--- src/rtl/mcu7_pkg.sv ---
package mcu7_pkg;
    localparam int OPC_W  = 4;
    localparam int SEL_W  = 2;
    localparam int INSN_W = OPC_W + 2 * SEL_W;
    localparam int NREG   = 1 << SEL_W;
    localparam int NPORT  = 1 << SEL_W;

    typedef enum logic [2:0] {
        OP_IN, OP_OUT, OP_MOV, OP_ADD, OP_SUB, OP_AND, OP_OR, OP_NOP
    } op_e;

    typedef enum logic [1:0] {
        ALU_ADD, ALU_SUB, ALU_AND, ALU_OR
    } alu_op_e;

    typedef enum logic [1:0] {
        WSRC_PORT, WSRC_REG, WSRC_ALU
    } wsrc_e;

    typedef struct packed {
        op_e              op;
        logic             rf_we;
        wsrc_e            wsrc;
        alu_op_e          alu_op;
        logic             port_we;
        logic [SEL_W-1:0] dst;
        logic [SEL_W-1:0] src;
    } ctl_t;
endpackage

--- src/rtl/mcu7_decode.sv ---
module mcu7_decode
    import mcu7_pkg::*;
(
    input  logic              vld,
    input  logic [INSN_W-1:0] insn,
    output ctl_t              ctl
);
    logic [OPC_W-1:0] opc;
    op_e              op;

    assign opc = insn[INSN_W-1 -: OPC_W];

    always_comb begin
        if (!vld) begin
            op = OP_NOP;
        end else begin
            unique case (opc)
                4'h0:    op = OP_IN;
                4'h1:    op = OP_OUT;
                4'h2:    op = OP_MOV;
                4'h3:    op = OP_ADD;
                4'h4:    op = OP_SUB;
                4'h5:    op = OP_AND;
                4'h6:    op = OP_OR;
                default: op = OP_NOP;
            endcase
        end
    end

    always_comb begin
        ctl         = '0;
        ctl.op      = op;
        ctl.dst     = insn[2*SEL_W-1 -: SEL_W];
        ctl.src     = insn[SEL_W-1:0];
        ctl.wsrc    = WSRC_ALU;
        ctl.alu_op  = ALU_ADD;
        unique case (op)
            OP_IN:   begin ctl.rf_we = 1'b1; ctl.wsrc = WSRC_PORT; end
            OP_OUT:  ctl.port_we = 1'b1;
            OP_MOV:  begin ctl.rf_we = 1'b1; ctl.wsrc = WSRC_REG; end
            OP_ADD:  begin ctl.rf_we = 1'b1; ctl.alu_op = ALU_ADD; end
            OP_SUB:  begin ctl.rf_we = 1'b1; ctl.alu_op = ALU_SUB; end
            OP_AND:  begin ctl.rf_we = 1'b1; ctl.alu_op = ALU_AND; end
            OP_OR:   begin ctl.rf_we = 1'b1; ctl.alu_op = ALU_OR;  end
            default: ;
        endcase
    end
endmodule

--- src/rtl/mcu7_alu.sv ---
module mcu7_alu
    import mcu7_pkg::*;
#(
    parameter int DATA_W = 8
) (
    input  alu_op_e           alu_op,
    input  logic [DATA_W-1:0] a,
    input  logic [DATA_W-1:0] b,
    output logic [DATA_W-1:0] y
);
    always_comb begin
        unique case (alu_op)
            ALU_ADD: y = a + b;
            ALU_SUB: y = a - b;
            ALU_AND: y = a & b;
            ALU_OR:  y = a | b;
            default: y = '0;
        endcase
    end

    // destination minus source, checked by adding the source back
    always_comb begin
        if (alu_op == ALU_SUB) begin
            assert_sub_order_R6: assert (DATA_W'(y + b) == a);
        end
    end
endmodule

--- src/rtl/mcu7_regfile.sv ---
module mcu7_regfile
    import mcu7_pkg::*;
#(
    parameter int DATA_W = 8
) (
    input  logic              clk,
    input  logic              rst,
    input  logic              we,
    input  logic [SEL_W-1:0]  waddr,
    input  logic [DATA_W-1:0] wdata,
    input  logic [SEL_W-1:0]  raddr_a,
    input  logic [SEL_W-1:0]  raddr_b,
    output logic [DATA_W-1:0] rdata_a,
    output logic [DATA_W-1:0] rdata_b
);
    logic [DATA_W-1:0] regs [NREG];

    always_ff @(posedge clk) begin
        if (rst) begin
            for (int i = 0; i < NREG; i++) regs[i] <= '0;
        end else if (we) begin
            regs[waddr] <= wdata;
        end
    end

    assign rdata_a = regs[raddr_a];
    assign rdata_b = regs[raddr_b];

    generate
        for (genvar g = 0; g < NREG; g++) begin : g_chk
            // only the addressed register takes a write
            assert_unaddr_kept_R11: assert property (@(posedge clk) disable iff (rst)
                (we && waddr != SEL_W'(g)) |=> $stable(regs[g]));
            // no write enable, no register change
            assert_idle_kept_R8: assert property (@(posedge clk) disable iff (rst)
                !we |=> $stable(regs[g]));
        end
    endgenerate
endmodule

--- src/rtl/mcu7_outports.sv ---
module mcu7_outports
    import mcu7_pkg::*;
#(
    parameter int DATA_W = 8
) (
    input  logic                    clk,
    input  logic                    rst,
    input  logic                    we,
    input  logic [SEL_W-1:0]        sel,
    input  logic [DATA_W-1:0]       wdata,
    output logic [NPORT*DATA_W-1:0] port_q,
    output logic [NPORT-1:0]        wr_q
);
    generate
        for (genvar g = 0; g < NPORT; g++) begin : g_port
            always_ff @(posedge clk) begin
                if (rst) begin
                    port_q[g*DATA_W +: DATA_W] <= '0;
                    wr_q[g]                    <= 1'b0;
                end else begin
                    wr_q[g] <= we && (sel == SEL_W'(g));
                    if (we && (sel == SEL_W'(g))) port_q[g*DATA_W +: DATA_W] <= wdata;
                end
            end

            // a port without a strobe keeps its value
            assert_port_hold_R10: assert property (@(posedge clk) disable iff (rst)
                !wr_q[g] |-> $stable(port_q[g*DATA_W +: DATA_W]));
        end
    endgenerate

    // never more than one strobe
    assert_strobe_onehot_R3: assert property (@(posedge clk) disable iff (rst)
        $onehot0(wr_q));
endmodule

--- src/rtl/mcu7_core.sv ---
module mcu7_core
    import mcu7_pkg::*;
#(
    parameter int DATA_W = 8
) (
    input  logic                    clk,
    input  logic                    rst,
    input  logic                    instr_vld,
    input  logic [INSN_W-1:0]       instr,
    input  logic [NPORT*DATA_W-1:0] in_port,
    output logic [NPORT*DATA_W-1:0] out_port,
    output logic [NPORT-1:0]        out_wr
);
    ctl_t              ctl;
    logic [DATA_W-1:0] rd_a, rd_b, alu_y, rf_wdata, in_sel;

    mcu7_decode u_dec (
        .vld  (instr_vld),
        .insn (instr),
        .ctl  (ctl)
    );

    mcu7_regfile #(.DATA_W(DATA_W)) u_rf (
        .clk     (clk),
        .rst     (rst),
        .we      (ctl.rf_we),
        .waddr   (ctl.dst),
        .wdata   (rf_wdata),
        .raddr_a (ctl.dst),
        .raddr_b (ctl.src),
        .rdata_a (rd_a),
        .rdata_b (rd_b)
    );

    mcu7_alu #(.DATA_W(DATA_W)) u_alu (
        .alu_op (ctl.alu_op),
        .a      (rd_a),
        .b      (rd_b),
        .y      (alu_y)
    );

    assign in_sel = in_port[ctl.src*DATA_W +: DATA_W];

    always_comb begin
        unique case (ctl.wsrc)
            WSRC_PORT: rf_wdata = in_sel;
            WSRC_REG:  rf_wdata = rd_b;
            default:   rf_wdata = alu_y;
        endcase
    end

    mcu7_outports #(.DATA_W(DATA_W)) u_out (
        .clk    (clk),
        .rst    (rst),
        .we     (ctl.port_we),
        .sel    (ctl.dst),
        .wdata  (rd_b),
        .port_q (out_port),
        .wr_q   (out_wr)
    );

    // no strobe follows an unqualified cycle
    assert_ignore_unqualified_R1: assert property (@(posedge clk) disable iff (rst)
        !instr_vld |=> (out_wr == '0));
    // unused opcodes raise no strobe
    assert_nop_silent_R8: assert property (@(posedge clk) disable iff (rst)
        (instr_vld && instr[INSN_W-1 -: OPC_W] > 4'h6) |=> (out_wr == '0));
    // state is clear in the first cycle after reset
    assert_reset_clear_R9: assert property (@(posedge clk) disable iff (rst)
        $past(rst) |-> (out_wr == '0 && out_port == '0));
endmodule

--- config.mk ---
export PLATFORM = sky130hd
export DESIGN_NAME = mcu7_core
export DESIGN_NICKNAME = d
export VERILOG_FILES = /design/src/rtl/mcu7_pkg.sv /design/src/rtl/mcu7_decode.sv /design/src/rtl/mcu7_alu.sv /design/src/rtl/mcu7_regfile.sv /design/src/rtl/mcu7_outports.sv /design/src/rtl/mcu7_core.sv
export SDC_FILE = /design/constraint.sdc
export NUM_CORES = 1
export LEC_CHECK = 0
export ABC_CLOCK_PERIOD_IN_PS = 3280
export BUFFER_PORTS_ARGS = -buffer_cell sky130_fd_sc_hd__buf_4
export CORE_MARGIN = 2
export CORE_UTILIZATION = 50
export CTS_BUF_LIST = sky130_fd_sc_hd__clkbuf_4 sky130_fd_sc_hd__clkbuf_8 sky130_fd_sc_hd__clkbuf_16
export CTS_CLUSTER_SIZE = 25
export DETAILED_ROUTE_END_ITERATION = 8
export PLACE_DENSITY = 0.76
export SLEW_MARGIN = 10
export SYNTH_ARGS = -nofsm -noshare
export SYNTH_HDL_FRONTEND = slang
export SYNTH_SLANG_ARGS = --single-unit
--- constraint.sdc ---
create_clock -name clk -period 3.28 [get_ports clk]
set_clock_uncertainty 0.1 [all_clocks]
set_input_delay 0.328 -clock clk [delete_from_list [all_inputs] [get_ports clk]]
set_output_delay 0.328 -clock clk [all_outputs]
set_load 0.01 [all_outputs]
==> summary.txt <==
Floorplanning
  – Row count: 32
  – Die area: 8820 um^2
  – Starting density of the core: 52.0%
  – Die width: 93.9 um
  – Top Ports: 79
  – Die extent in y: between 90 and 100 um
  – Core ar.: around 8000 um^2

Clocking
  – TritonCTS clock tree: built
  – CTS Buffer Depth: 2
  – Worst-Skew Late Latency: 340 ps
  – CTS Root Cell: clkbuf_8
  – CTS sink cnt: 68
  – Clk slew on worst S/H paths: 80 ps
  – H-tree Lvls: 3
  – Hold-fix buffers, CTS: 0
  – Total CTS buffers: 9

Placed design
  – Routability cong.: 0.991
  – Placed Instances: 591
  – PortBufs: 78
  – DP HPWL: 8.73 mm

STA
  – Max Clk Rate: 293 MHz
  – Worst setup margin: -129 ps
  – WHS: 297 ps
  – Slew Limit Headroom: between 60% and 70%
  – Worst slew pin tran: 567 ps
  – Period utilisation layout: 104%
  – Max Transition Viols Final: 0
  – Count of final hold-check violations: 0
  – RSZ-0062 raised after global routing: true
  – Final min period: 3410 ps
  – Setup Viol. Count Final: 17

Synthesis
  – Cells after Synth: 394
  – Async SR Flop Fraction: 0%
  – Mapped Avg Cell Area: 10.3 um^2
  – EDFF count, synth: 32
  – Synth area leader: edfxtp_1
  – Library cells used by synthesis: 49
  – Syn Nets: 448
  – Sequential cell area fraction in the yosys report: 41.6%
  – Cell Area, Synth: 4040 um^2
  – Synth top area share: between 20% and 30%
  – Main synth FF type: dfxtp_1
  – Yosys warns: 0
  – Synth Register Bits: 68
  – Synth top area cells: edfxtp_1 (24%), dfxtp_1 (18%), mux4_2 (13%), mux2i_1 (6.7%), nor2_1 (6.3%)

Power and ir drop
  – Leakage: 2.30 nW
  – Cell Pwr Density: 459 nW/um^2
  – Maximum vdd drop: between 0.3 and 0.4 mV
  – Total power: 2.47 mW

Cells and area
  – Commonest non-fill, non-tap cell in the layout: buf_4
  – Area grow syn2layout: 33.4%
  – # fillers: 597
  – Non-Filler Instances: 610
  – Commonest non-fill, non-tap cells in the layout: buf_4 (119), nor2_1 (64), dfxtp_1 (36)
  – Register Area: 1680 um^2
  – Area of the multi-input gates: 2360 um^2
  – Number of diodes: 0
  – Share of cells above drive strength 1: approximately 40%
  – Final #Nets: around 560

Detailed routing
  – DRT Pass-1 Iters: 5
  – Vias after detailed routing: 3714
  – Routed vias/inst: 6.09
  – DRC Markers: 0
  – WL/cell: 20.0 um
  – Routed Antenna Nets: 0
  – Initial drt markers: 265
  – WL final: 12.2 mm

Setup path
  – Worst Path Required: between 3000 and 4000 ps
  – CP peak stage delay: 550 ps
  – Worst-path cell chain: mux4_2 -> inv_2 -> ha_4 -> nand2b_4 -> o31a_1 -> xnor2_1 -> ha_1 -> o211a_1 -> o41ai_2 -> and3_1 -> o21ai_1 -> nor3b_4 -> nor3b_1
  – Type of destination of the critical path: flop
  – Worst reg2reg path depth: 13
  – Reg2reg end: u_rf.regs[2][7]$_SDFFCE_PN0P_
  – R2R Setup Slk: -130 ps
  – Critical path's slowest cell: mux4_2
  – CP Capture Point: u_rf.regs[2][7]$_SDFFCE_PN0P_
  – Setup crit start: u_rf.regs[2][0]$_SDFFCE_PN0P_
  – CP startpoint kind: flop
  – CP max FO: 4
  – Reg-to-reg critical path startpoint: u_rf.regs[2][0]$_SDFFCE_PN0P_
  – CP arrival: approximately 3400 ps
  – Kind of critical path: flop to flop

Global route
  – First-pass GRT wire length: 18.6 mm
  – Largest net degree at the start of global routing: 43
  – Global route overflow: 0
  – Global-route usage over all layers: 27.9%
  – Initial antenna violation count: 0
  – Number of global-route vias before repair: 3596

Min path
  – HP Class: primary input to flop
  – Worst hold start: rst

Run status
  – Violated checks: setup timing
  – Outcome: complete, but fails checks

Run
  – Max Cap Violations: 0
## worst max-delay path, delay by kind of cell (launching register included)
family	cells	cell delay (ps)
simple gates	4	670
compound gates	4	670
mux	1	550
flops	1	460
fa+ha+maj	2	450
xor+xnor	1	130
buf+inv	1	110
## cells in the mapped netlist, types with 3 or more instances
master / count
nor3b_1: 3
mux4_2: 24
inv_1: 8
a211oi_1: 3
mux2i_1: 27
a21oi_1: 26
nor3_1: 8
o21ai_1: 9
buf_6: 3
xnor2_1: 5
nand3_1: 8
ha_1: 10
nand2b_1: 12
nor2_1: 68
dfxtp_1: 36
edfxtp_1: 32
and3_1: 4
clkbuf_1: 17
o21ai_0: 6
buf_2: 6
nor2b_1: 7
o211ai_1: 3
nor3_2: 4
xor2_1: 4
nand2_1: 25
inv_2: 3
## power by group
part	switching, mW	leakage [nW]	total, mW	internal, mW
registers	0.0147	0.622	0.928	0.913
clock network	0.324	0.109	0.720	0.395
logic	0.411	1.57	0.826	0.415
## through the flow
| stage | setup slack (ps) | setup TNS (ps) | area, um^2 | util [%] |
|---|---|---|---|---|
| 2_1_floorplan | -182 | -1080 | 4100 | - |
| 3_3_place_gp | -247 | -3110 | 4990 | 64.2 |
| 3_5_place_dp | -371 | -5400 | 4990 | 64.2 |
| 4_1_cts | -54.9 | -374 | 5280 | 68.0 |
| 5_1_grt | -224 | -2920 | 5390 | 69.4 |
| 6_report | -129 | -1240 | 5390 | 69.4 |
## flip-flops by register name, indices dropped and copies added (netlist names)
register / count
u_out.port_q: 32
u_rf.regs: 32
u_out.wr_q: 4
## how the worst min path moves through the flow
| stage | end | depth (start not counted) | slack [ps] |
|---|---|---|---|
| 6_report | u_out.port_q[27]$_SDFFE_PP0P_ | 2 | 300 |
| 3_3_place_gp | u_out.port_q[4]$_SDFFE_PP0P_ | 2 | 350 |
| 4_1_cts | u_out.port_q[12]$_SDFFE_PP0P_ | 2 | 280 |
| 5_1_grt | u_out.port_q[22]$_SDFFE_PP0P_ | 2 | 300 |
| 2_1_floorplan | u_out.port_q[0]$_SDFFE_PP0P_ | 2 | 380 |
| 3_5_place_dp | u_out.port_q[3]$_SDFFE_PP0P_ | 2 | 360 |
## cell type report
class | instances | share of cell area, %
clock buffer | 10 | 2.76
sequential | 68 | 31.2
inverter | 11 | 0.766
multi-input combinational | 288 | 43.9
clock inverter | 5 | 1.04
timing repair buffer | 126 | 18.0
tap | 102 | 2.37
## what timing repair did
action / 4_1_cts / 5_1_grt
setup buffers: 3 / 1
pin swaps: 16 / 16
gates resized for setup: 12 / 25
endpoints found under the setup margin: 23 / 28
hold endpoints to repair: 0 / 0
## metal layers
layer  up-vias  global-route usage [%]  wire (um)
li1       1657                       -          -
met1      1827                    38.7       4960
met2       195                    42.9       5940
met3        35                    5.94        927
met4         0                    11.1        389
met5         -                       0          0
## kinds of logic (layout without fill, tap and decap cells)
kind of cell,count (synthesis),after routing,synth area share [%]
and+or+nand+nor,145,145,16.9
AOI/OAI and AO/OA,70,70,11.0
DFF,68,68,41.6
muxes,53,53,20.6
buffers and inverters,38,152,4.27
adders and majority gates,11,11,3.59
xor gates and xnor gates,9,9,1.95
(Power assumes the default switching activity.)
